**src/rtl/ipc_mbox_pkg.sv**
```systemverilog
package ipc_mbox_pkg;
  localparam int MBOX_AW = 9;

  typedef enum logic [2:0] {
    RG_MISC,
    RG_MSG,
    RG_FULL,
    RG_CNT,
    RG_USR
  } region_e;

  // Bit 8 selects the per-user area; bits 7:6 select the per-queue area.
  function automatic region_e decode_region(input logic [MBOX_AW-1:0] a);
    if (a[8]) return RG_USR;
    case (a[7:6])
      2'd1:    return RG_MSG;
      2'd2:    return RG_FULL;
      2'd3:    return RG_CNT;
      default: return RG_MISC;
    endcase
  endfunction
endpackage

```
**src/rtl/mbox_fifo.sv**
```systemverilog
module mbox_fifo #(
  parameter int DEPTH = 4,
  parameter int DW    = 32,
  localparam int PW   = (DEPTH > 1) ? $clog2(DEPTH) : 1,
  localparam int CW   = $clog2(DEPTH + 1)
) (
  input  logic          clk,
  input  logic          rst,
  input  logic          push,
  input  logic          pop,
  input  logic [DW-1:0] wdata,
  output logic [DW-1:0] head,
  output logic [CW-1:0] count,
  output logic          full,
  output logic          empty,
  output logic          pushed,
  output logic          freed
);
  logic [DW-1:0] mem [DEPTH];
  logic [PW-1:0] wr_ptr, rd_ptr;

  assign full   = (count == CW'(DEPTH));
  assign empty  = (count == '0);
  assign pushed = push && !full;
  assign freed  = pop && full;
  assign head   = mem[rd_ptr];

  function automatic logic [PW-1:0] bump(input logic [PW-1:0] p);
    return (p == PW'(DEPTH - 1)) ? '0 : p + 1'b1;
  endfunction

  always_ff @(posedge clk) begin
    if (pushed) mem[wr_ptr] <= wdata;
  end

  always_ff @(posedge clk) begin
    if (rst) begin
      wr_ptr <= '0;
      rd_ptr <= '0;
      count  <= '0;
    end else begin
      if (pushed) wr_ptr <= bump(wr_ptr);
      if (pop && !empty) rd_ptr <= bump(rd_ptr);
      case ({pushed, pop && !empty})
        2'b10:   count <= count + 1'b1;
        2'b01:   count <= count - 1'b1;
        default: count <= count;
      endcase
    end
  end

  a_r2_no_overflow: assert property (@(posedge clk) disable iff (rst)
    count <= CW'(DEPTH));
  a_r2_full_push_dropped: assert property (@(posedge clk) disable iff (rst)
    (push && full && !pop) |=> $stable(count));
  a_r2_empty_pop_inert: assert property (@(posedge clk) disable iff (rst)
    (pop && empty && !push) |=> $stable(count));
  a_r6_pop_leaves_full: assert property (@(posedge clk) disable iff (rst)
    (pop && full && !push) |=> !full);
endmodule

```
**src/rtl/mbox_user_irq.sv**
```systemverilog
module mbox_user_irq #(
  parameter int EVW = 12
) (
  input  logic           clk,
  input  logic           rst,
  input  logic [EVW-1:0] set_ev,
  input  logic           clr_wr,
  input  logic           en_wr,
  input  logic [EVW-1:0] wdata,
  output logic [EVW-1:0] stat,
  output logic [EVW-1:0] en,
  output logic           irq
);
  logic [EVW-1:0] clr_mask;
  assign clr_mask = clr_wr ? wdata : '0;

  always_ff @(posedge clk) begin
    if (rst) begin
      stat <= '0;
      en   <= '0;
      irq  <= 1'b0;
    end else begin
      stat <= (stat & ~clr_mask) | set_ev;
      if (en_wr) en <= wdata;
      irq  <= |(stat & en);
    end
  end

  a_r5_event_latched: assert property (@(posedge clk) disable iff (rst)
    (set_ev != '0) |=> ((stat & $past(set_ev)) == $past(set_ev)));
  a_r7_w1c_clears: assert property (@(posedge clk) disable iff (rst)
    (clr_wr && set_ev == '0) |=> ((stat & $past(wdata)) == '0));
  a_r9_masked_quiet: assert property (@(posedge clk) disable iff (rst)
    (en == '0) |=> !irq);
endmodule

```
**src/rtl/ipc_mailbox.sv**
```systemverilog
module ipc_mailbox
  import ipc_mbox_pkg::*;
#(
  parameter int          NQ     = 6,
  parameter int          DEPTH  = 4,
  parameter int          DW     = 32,
  parameter int          NU     = 4,
  parameter logic [31:0] REV_ID = 32'h0001_0002
) (
  input  logic               clk,
  input  logic               rst,
  input  logic               bus_sel,
  input  logic               bus_wr,
  input  logic [MBOX_AW-1:0] bus_addr,
  input  logic [DW-1:0]      bus_wdata,
  output logic [DW-1:0]      bus_rdata,
  output logic [NU-1:0]      user_irq
);
  localparam int EVW = 2 * NQ;
  localparam int CW  = $clog2(DEPTH + 1);

  region_e    region;
  logic [3:0] qidx;
  logic [4:0] uidx;
  logic       rd_req, wr_req;
  logic [1:0] cfg;
  logic [DW-1:0] rd_mux;
  logic       unused_addr;

  assign region      = decode_region(bus_addr);
  assign qidx        = bus_addr[5:2];
  assign uidx        = bus_addr[7:3];
  assign rd_req      = bus_sel && !bus_wr;
  assign wr_req      = bus_sel && bus_wr;
  assign unused_addr = ^bus_addr[1:0];

  logic [DW-1:0] q_head  [NQ];
  logic [CW-1:0] q_count [NQ];
  logic [NQ-1:0] q_full, q_empty, q_pushed, q_freed;
  logic [EVW-1:0] ev_set;
  logic [EVW-1:0] u_stat [NU];
  logic [EVW-1:0] u_en   [NU];

  for (genvar q = 0; q < NQ; q++) begin : g_queue
    logic hit;
    assign hit = (region == RG_MSG) && (qidx == 4'(q));
    mbox_fifo #(.DEPTH(DEPTH), .DW(DW)) u_fifo (
      .clk    (clk),
      .rst    (rst),
      .push   (wr_req && hit),
      .pop    (rd_req && hit),
      .wdata  (bus_wdata),
      .head   (q_head[q]),
      .count  (q_count[q]),
      .full   (q_full[q]),
      .empty  (q_empty[q]),
      .pushed (q_pushed[q]),
      .freed  (q_freed[q])
    );
    assign ev_set[2*q]   = q_pushed[q];
    assign ev_set[2*q+1] = q_freed[q];
  end

  for (genvar u = 0; u < NU; u++) begin : g_user
    logic hit;
    assign hit = wr_req && (region == RG_USR) && (uidx == 5'(u));
    mbox_user_irq #(.EVW(EVW)) u_irq (
      .clk    (clk),
      .rst    (rst),
      .set_ev (ev_set),
      .clr_wr (hit && !bus_addr[2]),
      .en_wr  (hit && bus_addr[2]),
      .wdata  (bus_wdata[EVW-1:0]),
      .stat   (u_stat[u]),
      .en     (u_en[u]),
      .irq    (user_irq[u])
    );
  end

  always_ff @(posedge clk) begin
    if (rst) cfg <= '0;
    else if (wr_req && region == RG_MISC && bus_addr[7:2] == 6'd4)
      cfg <= {bus_wdata[4], bus_wdata[0]};
  end

  always_comb begin
    rd_mux = '0;
    case (region)
      RG_MISC: begin
        if (bus_addr[7:2] == 6'd0) rd_mux = REV_ID;
        else if (bus_addr[7:2] == 6'd4) begin
          rd_mux[0] = cfg[0];
          rd_mux[4] = cfg[1];
        end
      end
      RG_MSG:
        for (int i = 0; i < NQ; i++)
          if (qidx == 4'(i) && !q_empty[i]) rd_mux = q_head[i];
      RG_FULL:
        for (int i = 0; i < NQ; i++)
          if (qidx == 4'(i)) rd_mux = {{(DW-1){1'b0}}, q_full[i]};
      RG_CNT:
        for (int i = 0; i < NQ; i++)
          if (qidx == 4'(i)) rd_mux = {{(DW-CW){1'b0}}, q_count[i]};
      RG_USR:
        for (int i = 0; i < NU; i++)
          if (uidx == 5'(i))
            rd_mux = {{(DW-EVW){1'b0}}, bus_addr[2] ? u_en[i] : u_stat[i]};
      default: rd_mux = '0;
    endcase
  end

  always_ff @(posedge clk) begin
    if (rst) bus_rdata <= '0;
    else if (rd_req) bus_rdata <= rd_mux;
  end

  a_r10_cfg_reserved: assert property (@(posedge clk) disable iff (rst)
    (rd_req && region == RG_MISC && bus_addr[7:2] == 6'd4) |=>
      ((bus_rdata & ~32'h11) == '0));
  a_r11_irq_low_after_reset: assert property (@(posedge clk)
    $fell(rst) |-> (user_irq == '0));
endmodule

```
**config.mk**
```make
export PLATFORM = sky130hd
export DESIGN_NAME = ipc_mailbox
export DESIGN_NICKNAME = d
export VERILOG_FILES = /design/src/rtl/ipc_mbox_pkg.sv /design/src/rtl/mbox_fifo.sv /design/src/rtl/mbox_user_irq.sv /design/src/rtl/ipc_mailbox.sv
export SDC_FILE = /design/constraint.sdc
export NUM_CORES = 1
export LEC_CHECK = 0
export BUFFER_PORTS_ARGS = -buffer_cell sky130_fd_sc_hd__buf_2
export CAP_MARGIN = 20
export CORE_ASPECT_RATIO = 0.5
export CORE_UTILIZATION = 45
export CTS_CLUSTER_DIAMETER = 200
export DETAILED_ROUTE_END_ITERATION = 10
export MAX_ROUTING_LAYER = met4
export PLACE_DENSITY = 0.64
export SLEW_MARGIN = 20
export SYNTH_ARGS = -nofsm -noshare
export SYNTH_HDL_FRONTEND = slang
export SYNTH_SLANG_ARGS = --single-unit
```
**constraint.sdc**
```tcl
create_clock -name clk -period 5.4 [get_ports clk]
set_input_delay 0.54 -clock clk [delete_from_list [all_inputs] [get_ports clk]]
set_output_delay 0.54 -clock clk [all_outputs]
set_load 0.1 [all_outputs]
```
---- Yosys cells after proc, flatten, opt, wreduce, memory -nomap -nowiden ----
Memory sizes are Yosys's and may differ from the RTL's. A register that Yosys moved wholly into a read port is not among the register bits.
Cells that the tools add are included.
operators by class
  add/sub/neg operators ................... 24
  eq/ne operators ......................... 46
  muxes and demuxes ....................... 83
  bitwise logic cells ..................... 16
  reduce and logical (&&, ||, !) cells .... 93
operators by type and width
  cell                                                                 number
  32-bit two-way mux                                                   19
  32-bit case mux with 5 select lines                                  1
  12-bit two-way mux                                                   10
  12-bit AND                                                           8
  1-bit logical AND                                                    59
  2-bit two-way mux                                                    24
  12-bit NOT                                                           4
  12-bit OR                                                            4
  12-bit OR reduction                                                  4
  2-bit == test (second input constant)                                20
  3-bit case mux with 2 select lines                                   6
  2-bit by 1-bit adder with 2-bit output (second input constant)       12
  3-bit == test (second input constant)                                7
  3-bit zero test                                                      7
  1-bit two-way mux                                                    19
  3-bit by 1-bit adder with 3-bit output (second input constant)       6
  3-bit by 1-bit subtractor with 3-bit output (second input constant)  6
  2-bit by 1-bit == test with 1-bit output (second input constant)     7
  1-bit zero test                                                      14
  2-bit nonzero test                                                   6
  5-bit by 2-bit == test with 1-bit output (second input constant)     2
  3-bit two-way mux                                                    3
  4-bit by 2-bit == test with 1-bit output (second input constant)     2
  4-bit by 3-bit == test with 1-bit output (second input constant)     2
  9 further kinds                                                      10
storage, ports and cells
  register bits ........................... 176
  bits in writable memories ............... 768
  input port bits ......................... 45
  output and inout port bits .............. 36
  memories kept ........................... 6
memories
  memory                 words  bits a word  read ports  clocked after Yosys merged registers in  wr ports  line             text
  g_queue[0].u_fifo.mem  4      32           1           1                                        1         mbox_fifo.sv:19  logic [DW-1:0] mem [DEPTH];
  g_queue[1].u_fifo.mem  4      32           1           1                                        1         mbox_fifo.sv:19
  g_queue[2].u_fifo.mem  4      32           1           1                                        1         mbox_fifo.sv:19
  g_queue[3].u_fifo.mem  4      32           1           1                                        1         mbox_fifo.sv:19
  g_queue[4].u_fifo.mem  4      32           1           1                                        1         mbox_fifo.sv:19
  g_queue[5].u_fifo.mem  4      32           1           1                                        1         mbox_fifo.sv:19

---- Logic depth before layout (Yosys ltp) ----
Gate-level depths: netlist (run 1).
  depth in word-level cells ............... 11
  depth in mapped cells ................... 13

---- Cells and area by module ----
Synthesis (run 1) repeated with hierarchy kept, for this count alone.
unflattened totals
  cell total of the unflattened synthesis .. 2,269
  area total of the unflattened synthesis .. 38,380.6 um^2
by module, submodules not included
  module         instances  cells each  area an instance (um^2)  sequential area each (um^2)
  mbox_fifo      6          222         5,109.9                  4,023.9
  ipc_mailbox    1          549         4,022.6                  680.7
  mbox_user_irq  4          97          924.6                    500.5

---- Worst setup path before layout (run 1) ----
No wires, ideal clock.
  path kind ............................... in2reg
  start point ............................. input bus_addr[8]
  end point ............................... memory g_queue[2].u_fifo.mem[0][0] (enable)
  setup time .............................. 0.421 ns
  arrival ................................. 2.998 ns
  setup slack ............................. 1.981 ns
  cell stages on the path ................. 7
  cell sequence ........................... buf_2 nor3b_4 and3_1 buf_2 nand3_1 clkbuf_1 nor2_1
on the way
  longest elaborated chain between the ends .. 8
RTL lines
  item                                      line                text
  from (decl)                               ipc_mailbox.sv:14   input logic [MBOX_AW-1:0] bus_addr,
  1-bit two-way mux                         ipc_mbox_pkg.sv:14  if (a[8]) return RG_USR;
  3-bit two-way mux                         ipc_mbox_pkg.sv:15  case (a[7:6])
  3-bit by 1-bit == test with 1-bit output  ipc_mailbox.sv:46   assign hit = (region == RG_MSG) && (qidx == 4'(q));
  1-bit logical AND                         ipc_mailbox.sv:46
  1-bit logical AND                         ipc_mailbox.sv:50   .push (wr_req && hit),
  1-bit logical AND                         mbox_fifo.sv:24     assign pushed = push && !full;
  1-bit two-way mux                         mbox_fifo.sv:33     if (pushed) mem[wr_ptr] <= wdata;
  1-bit two-way mux (implied by the code)   mbox_fifo.sv:33
  to (decl)                                 mbox_fifo.sv:19
Every way passes these cells.

---- Worst setup path in the final report (run 1) ----
  start point ............................. input bus_addr[8]
  end point ............................... register g_queue[2].u_fifo.count[2]
on the way
  longest elaborated chain between the ends .. 8
  elaborated cells between the ends (all ways) .. 12
  those cells by class .................... eq/ne (3); mux (3); reduce/logical (6)
RTL lines
  item                                                                              line                                  text
  1-bit two-way mux (*)                                                             ipc_mbox_pkg.sv:14
  3-bit two-way mux (*)                                                             ipc_mbox_pkg.sv:15
  3-bit by 1-bit == test with 1-bit output (*)                                      ipc_mailbox.sv:46
  1-bit logical AND (*)                                                             ipc_mailbox.sv:46
  1-bit logical AND, on equally long branches                                       ipc_mailbox.sv:51, ipc_mailbox.sv:50
  1-bit logical AND, on equally long branches                                       mbox_fifo.sv:44, mbox_fifo.sv:24
  2-bit by 1-bit == test with 1-bit output / 2-bit == test (equally long branches)  mbox_fifo.sv:44                       case ({pushed, pop && !empty})
  3-bit case mux with 2 select lines / 2-bit nonzero test (equally long branches)   -
  to (signal assigned)                                                              mbox_fifo.sv:45                       2'b10: count <= count + 1'b1;
  to (signal assigned)                                                              mbox_fifo.sv:46                       2'b01: count <= count - 1'b1;
  to (signal assigned)                                                              mbox_fifo.sv:47                       default: count <= count;
  to (decl)                                                                         mbox_fifo.sv:13                       output logic [CW-1:0] count,
Mark *: on every way between the ends. The rest lies on a longest branch, timed or not.
A chain may end at the register's enable or synchronous reset.

==> results of run 1 <==
==> report_power, final <==
part           leakage, nW  switching [mW]  total, mW  internal (mW)
sequential            8.42         0.00453       7.95           7.94
clock                 1.44            2.73       6.35           3.62
combinational         3.40           0.208      0.249         0.0412
==> cell type report <==
class | instances | area, sq um | share of cell area (%)
clock inverter | 29 | 384 | 0.910
timing repair buffer | 116 | 691 | 1.64
clock buffer | 132 | 2550 | 6.04
tap | 1102 | 1380 | 3.27
antenna | 1 | 2.50 | 0.00593
sequential | 956 | 26800 | 63.6
inverter | 53 | 199 | 0.471
multi-input combinational | 1037 | 10100 | 24.0
==> layer usage <==
layer  global-route usage [%]  up-vias  share of wire [%]
met5                        -        -                  0
met4                     5.01        0                1.8
met3                     4.02      115                7.2
met2                     35.4      786                 47
met1                     32.2    10700                 44
li1                         -     8804                  -
==> kinds of logic after synthesis <==
logic type               after synthesis  synth area share (%)
flip-flops                           956                  71.2
AND/OR/NAND/NOR                      376                  5.02
AO/OA/AOI/OAI                        330                  5.95
multiplexers                         277                  13.9
buffers and inverters                179                  2.12
adder cells (fa/ha/maj)               42                  1.51
XOR/XNOR                              12                 0.279
==> metrics by stage <==
step / cells / power (mW) / util [%] / setup WS, ps / instance area [sq um]
floorplan: 2172 / 8.21 / - / 1980 / 37700
global placement: 3263 / 8.35 / 47.7 / 1740 / 39200
detailed placement: 3263 / 8.36 / 47.7 / 1690 / 39200
CTS: 3424 / 14.6 / 51.3 / 2360 / 42200
global route: 3425 / 14.9 / 51.3 / 2210 / 42200
finish: 3426 / 14.5 / 51.3 / 2290 / 42200
==> Yosys cell counts (all sizes together) (3+ instances only) <==
cell type | count | area, sq um
xor2 | 12 | 105
and2 | 26 | 163
edfxtp | 768 | 23100
nor4 | 4 | 46.3
fa | 6 | 120
nor4b | 4 | 71.3
o21ai | 39 | 195
nand3 | 31 | 155
inv | 53 | 199
a22oi | 88 | 661
nor2b | 8 | 50.1
a22o | 32 | 280
clkbuf | 62 | 233
a2bb2oi | 4 | 35.0
mux2i | 66 | 661
a2111oi | 6 | 53.8
nor2 | 150 | 566
or2 | 6 | 37.5
nand2 | 79 | 297
o31ai | 3 | 22.5
a221oi | 19 | 166
a211o | 7 | 61.3
mux4 | 196 | 4410
nand4 | 4 | 25.0
or3 | 17 | 106
nand2b | 4 | 25.0
o22ai | 3 | 18.8
a31o | 3 | 26.3
mux2 | 15 | 169
ha | 36 | 450
and3 | 15 | 93.8
nor3 | 13 | 92.6
a31oi | 17 | 106
dfxtp | 188 | 3760
buf | 64 | 368
or4 | 3 | 22.5
a21oi | 89 | 449
a211oi | 11 | 82.6
==> worst min-delay path by stage <==
stage	from	end	slack (ps)
final	bus_wdata[26]	g_queue[0].u_fifo.mem[2][26]	320
after global routing	bus_wdata[26]	g_queue[2].u_fifo.mem[2][26]	310
after CTS	bus_wdata[26]	g_queue[0].u_fifo.mem[0][26]	280
after detailed placement	bus_rdata[9]	bus_rdata[9]	450
after global placement	bus_rdata[6]	bus_rdata[6]	440
after floorplan	g_user[1].u_irq.stat[3]	g_user[1].u_irq.stat[3]	440
==> flip-flops by register name, indices dropped and copies added, names as in the netlist, 4 cells and up, named ones only <==
signal and flops:
g_queue.u_fifo.mem 768, g_queue.u_fifo.wr_ptr 12, g_queue.u_fifo.count 18, g_user.u_irq.irq 4, g_user.u_irq.stat 48, bus_rdata 32, g_queue.u_fifo.rd_ptr 12, g_user.u_irq.en 48
==> worst reg2reg max path, delay by kind of cell (launching register included) <==
family / cells / cell delay [ps]
simple gates: 2 / 270
buf+inv: 1 / 510
mux: 1 / 600
compound gates: 2 / 570
flops: 1 / 870
==> flow_metrics.tcl, run 1 <==
set metrics [dict create \
    grt_first_pass_wirelength_mm 136 \
    initial_core_util_pct 45.8 \
    cpPeakStageDelay_ps 790 \
    hold_viol_final 0 \
    grt_pass1_vias 19800 \
    ios 81 \
    cts_setup_buffers 0 \
    status "finished clean" \
    critPathRequiredTime_ps 5960 \
    ys.flop_type "edfxtp_1" \
    drv_slew 0 \
    rsz0062_at_grt "false" \
    setup_viol 0 \
    h-tree-depth 3 \
    worst-setup-path-type "in2reg" \
    layout-drive-gt1-share_pct 22.6 \
    hold-path-cell-count 1 \
    drtIter0Drc 2438 \
    p_leak_nw 13.3 \
    syn_inst 2172 \
    post_drt_wl_per_cell_microns 27.4 \
    synth-async-reset-ratio_pct 0 \
    row_count 74 \
    placeableCoreArea_sq_um 82200 \
    grt.overflow.total 0 \
    final_common_cell "edfxtp_1" \
    wl_mm 94.0 \
    fin_tns_setup_ps 0 \
    die_area_sq_um 85000 \
    path_max_fanout 12 \
    globalplace.congestion 0.892 \
    finalClockSkew_ps 28.7 \
    ctsHoldBuffers 0 \
    worst_pin_slew_ps 1140 \
    max_freq_mhz 322 \
    fp.dieH_microns 207 \
    timing.hold.ws_ps 317 \
    min_path_type "in2reg" \
    post_cts_resized 0 \
    cp_top_family "simple AND/OR/NAND/NOR gates" \
    cp.depth 11 \
    cts_root_buf "clkbuf_16" \
    crit_arrival_ps 3660 \
    synth-seq-area-share_pct 71.2 \
    ys.warnings.count 0 \
    clk_pin_slew_worst_paths_ps 70 \
    peakVddDrop_mv 0.238 \
    dieWidth_microns 411 \
    cts_num_sinks 956 \
    numCtsBuffers 86 \
    startpoint "bus_addr[8]" \
    rr_worst_depth 6 \
    reg2reg_to "bus_rdata[0]" \
    syn_avg_cell_area_sq_um 17.3 \
    drc 0 \
    drtAntennaViolNets 0 \
    fillCellCount 6645 \
    cp-endpoint "g_queue[2].u_fifo.count[2]" \
    slew_headroom_pct 24.0 \
    dr.pass1.iters 6 \
    fin_crit_sh_pct 57.5 \
    startpoint_type "primary input" \
    maxCapViolations 0 \
    cts.path.max_buffers 3 \
    synth-edff-count 768 \
    end_kind "flip-flop" \
    period_minus_slack_ps 3110 \
    slowest_stage "nand3_1" \
    crit_chain "buf_2, nor3b_4, buf_4, and3_1, nand3_1, ha_1, inv_1, fa_1, xor2_1, or3_1, a21oi_1" \
    viasPerCell 5.96 \
    area_delta_synth_final_pct 12.0 \
    syn_area_sq_um 37700 \
    nets 2337 \
    ys_types 72 \
    layout_common_cells "edfxtp_1 (768), mux4_2 (196), dfxtp_1 (176), nor2_1 (142), clkbuf_16 (90)" \
    worstSkewPairLatency_ps 660 \
    regToRegSetupSlack_ps 2470 \
    ys_ff_latch 956 \
    antenna_found_initial 1 \
    numPortBuffers 78 \
    cp_num_buf_inv 3 \
    power.density_nw_per_um2 345 \
    cts_tree "built" \
    grt_max_degree 90 \
    dr_total_vias 20400 \
    grt_usage_pct 22.9 \
    hpwl_mm 54.7 \
    syn-num-nets 2259 \
]
Power figures use the tool's default switching activity.
==> run 2: changes to the inputs <==
==> constraint.sdc (replaced) <==
create_clock -name clk -period 3.1 [get_ports clk]
set_input_delay 0.31 -clock clk [delete_from_list [all_inputs] [get_ports clk]]
set_output_delay 0.31 -clock clk [all_outputs]
set_load 0.1 [all_outputs]
==> flow_metrics.tcl, run 2 (synthesized netlist as in run 1, its figures left out) <==
set metrics [dict create \
    period_minus_slack_ps 2470 \
    layout_common_cells "edfxtp_1 (768), mux4_2 (196), dfxtp_1 (176), nor2_1 (142), buf_4 (96)" \
    ctsHoldBuffers 0 \
    fin_crit_sh_pct 79.7 \
    grt_usage_pct 23.5 \
    slew_headroom_pct 39.7 \
    intPower_mw 19.3 \
    drtAntennaViolNets 0 \
    dieWidth_microns 411 \
    crit_arrival_ps 3040 \
    stdcell_count 3496 \
    antenna_found_initial 3 \
    globalplace.congestion 0.912 \
    clkPwrFrac_pct 41.1 \
    met2_length_mm 45.0 \
    timing.hold.ws_ps 87.9 \
    cts.path.max_buffers 3 \
    maxCapViolations 0 \
    numPortBuffers 78 \
    hpwl_mm 61.6 \
    cts_tree "built" \
    cts_setup_buffers 0 \
    worst_pin_slew_ps 904 \
    peakVddDrop_mv 0.459 \
    row_count 74 \
    drtIter0Drc 2333 \
    switching_share_pct 20.7 \
    h-tree-depth 3 \
    clk_pin_slew_worst_paths_ps 70 \
    wl_mm 96.1 \
    startpoint_type "flip-flop" \
    power.switching_mw 5.02 \
    area_delta_synth_final_pct 13.2 \
    reg_top3 "g_queue.u_fifo.mem: 768 flops, g_user.u_irq.en: 48 flops, g_user.u_irq.stat: 48 flops" \
    regMostFlops "g_queue.u_fifo.mem" \
    max_freq_mhz 405 \
    fp.dieH_microns 207 \
    power.density_nw_per_um2 569 \
    path_max_fanout 10 \
    finalClockSkew_ps 18.8 \
    cts_root_buf "clkbuf_16" \
    critPathRequiredTime_ps 3670 \
    initial_core_util_pct 45.8 \
    grt.overflow.total 0 \
    postLayoutCellArea_sq_um 42700 \
    nets 2414 \
    drc 0 \
    dp.cells 3342 \
    min_path_type "in2reg" \
    worst-setup-path-type "reg2reg" \
    p_comb_share_pct 1.9 \
    grt_pass1_vias 20400 \
    fin_tns_setup_ps 0 \
    grt_max_degree 151 \
    hold_viol_final 0 \
    layout-drive-gt1-share_pct 24.8 \
    dr.pass1.iters 8 \
    setup_viol 0 \
    grt_first_pass_wirelength_mm 139 \
    end_kind "flip-flop" \
    fillCellCount 6621 \
    m1WireLength_mm 41.2 \
    cts_num_sinks 956 \
    post_cts_resized 0 \
    drv_slew 0 \
    post_drt_wl_per_cell_microns 27.5 \
    p_leak_nw 13.6 \
    routed.top_layer "met4" \
    largest_register_ffs 768 \
    ios 81 \
    numCtsBuffers 85 \
    final_common_cell "edfxtp_1" \
    dr_total_vias 20800 \
    viasPerCell 5.94 \
    met3_wirelength_mm 7.30 \
    rsz0062_at_grt "false" \
    power_frac_seq_pct 57.0 \
    placed_area_sq_um 40100 \
    status "finished clean" \
    worstSkewPairLatency_ps 660 \
    placeableCoreArea_sq_um 82200 \
    die_area_sq_um 85000 \
]
[run 2: cell types whose count changed in the layout (fill, tap and decap cells not counted), sizes merged]
cell	delta
diode	+1
clkinv	+8
inv	+1
buf	+78
clkbuf	-11
bufinv	-7
[run 2: cell type report]
class | count | area [sq um] | share of cell area, %
inverter | 53 | 199 | 0.466
antenna | 2 | 5.00 | 0.0117
clock buffer | 121 | 2360 | 5.53
tap | 1102 | 1380 | 3.23
multi-input combinational | 1037 | 10100 | 23.8
timing repair buffer | 194 | 1530 | 3.58
clock inverter | 31 | 221 | 0.519
sequential | 956 | 26800 | 62.9
[run 2: power by group through the flow]
stage          clock network, mW  logic, mW  registers [mW]
4_1_cts                     10.1      0.458            13.8
6_report                    9.97      0.459            13.8
3_5_place_dp                   0      0.458            14.1
2_1_floorplan                  0      0.143            14.2
5_1_grt                     10.6      0.487            13.8
3_3_place_gp                   0      0.443            14.1
[run 2: routing by layer]
| layer | track usage [%] | vias up |
|---|---|---|
| li1 | - | 8934 |
| met3 | 4.10 | 153 |
| met5 | - | - |
| met1 | 32.3 | 10900 |
| met2 | 36.2 | 814 |
| met4 | 6.96 | 0 |
[run 2: stage by stage]
stage               utilization [%]  setup WS [ps]  power, mW
floorplan                         -          -89.1       14.3
global placement               48.7            274       14.6
detailed placement             48.7            257       14.6
CTS                            51.9            610       24.4
global route                   51.9            499       24.9
finish                         51.9            628       24.3
[run 2: critical path, cell delays in order (launching register included)]
cell and delay, ps:
dfxtp_1 430, nor3_1 120, or2_2 430, nor2_1 180, ha_1 200, inv_1 60
fa_1 370, xor2_1 160, or3_1 300, a21oi_1 150
[run 2: worst paths after layout]
kind / slack [ps] / startpoint / end / depth (start not counted)
max: 630 / g_queue[5].u_fifo.count[0] / g_queue[5].u_fifo.count[2] / 9
min: 90 / bus_wdata[13] / g_queue[1].u_fifo.mem[3][13] / 1
min reg2reg: 470 / bus_rdata[5] / bus_rdata[5] / 1
max reg2reg: 630 / g_queue[5].u_fifo.count[0] / g_queue[5].u_fifo.count[2] / 9
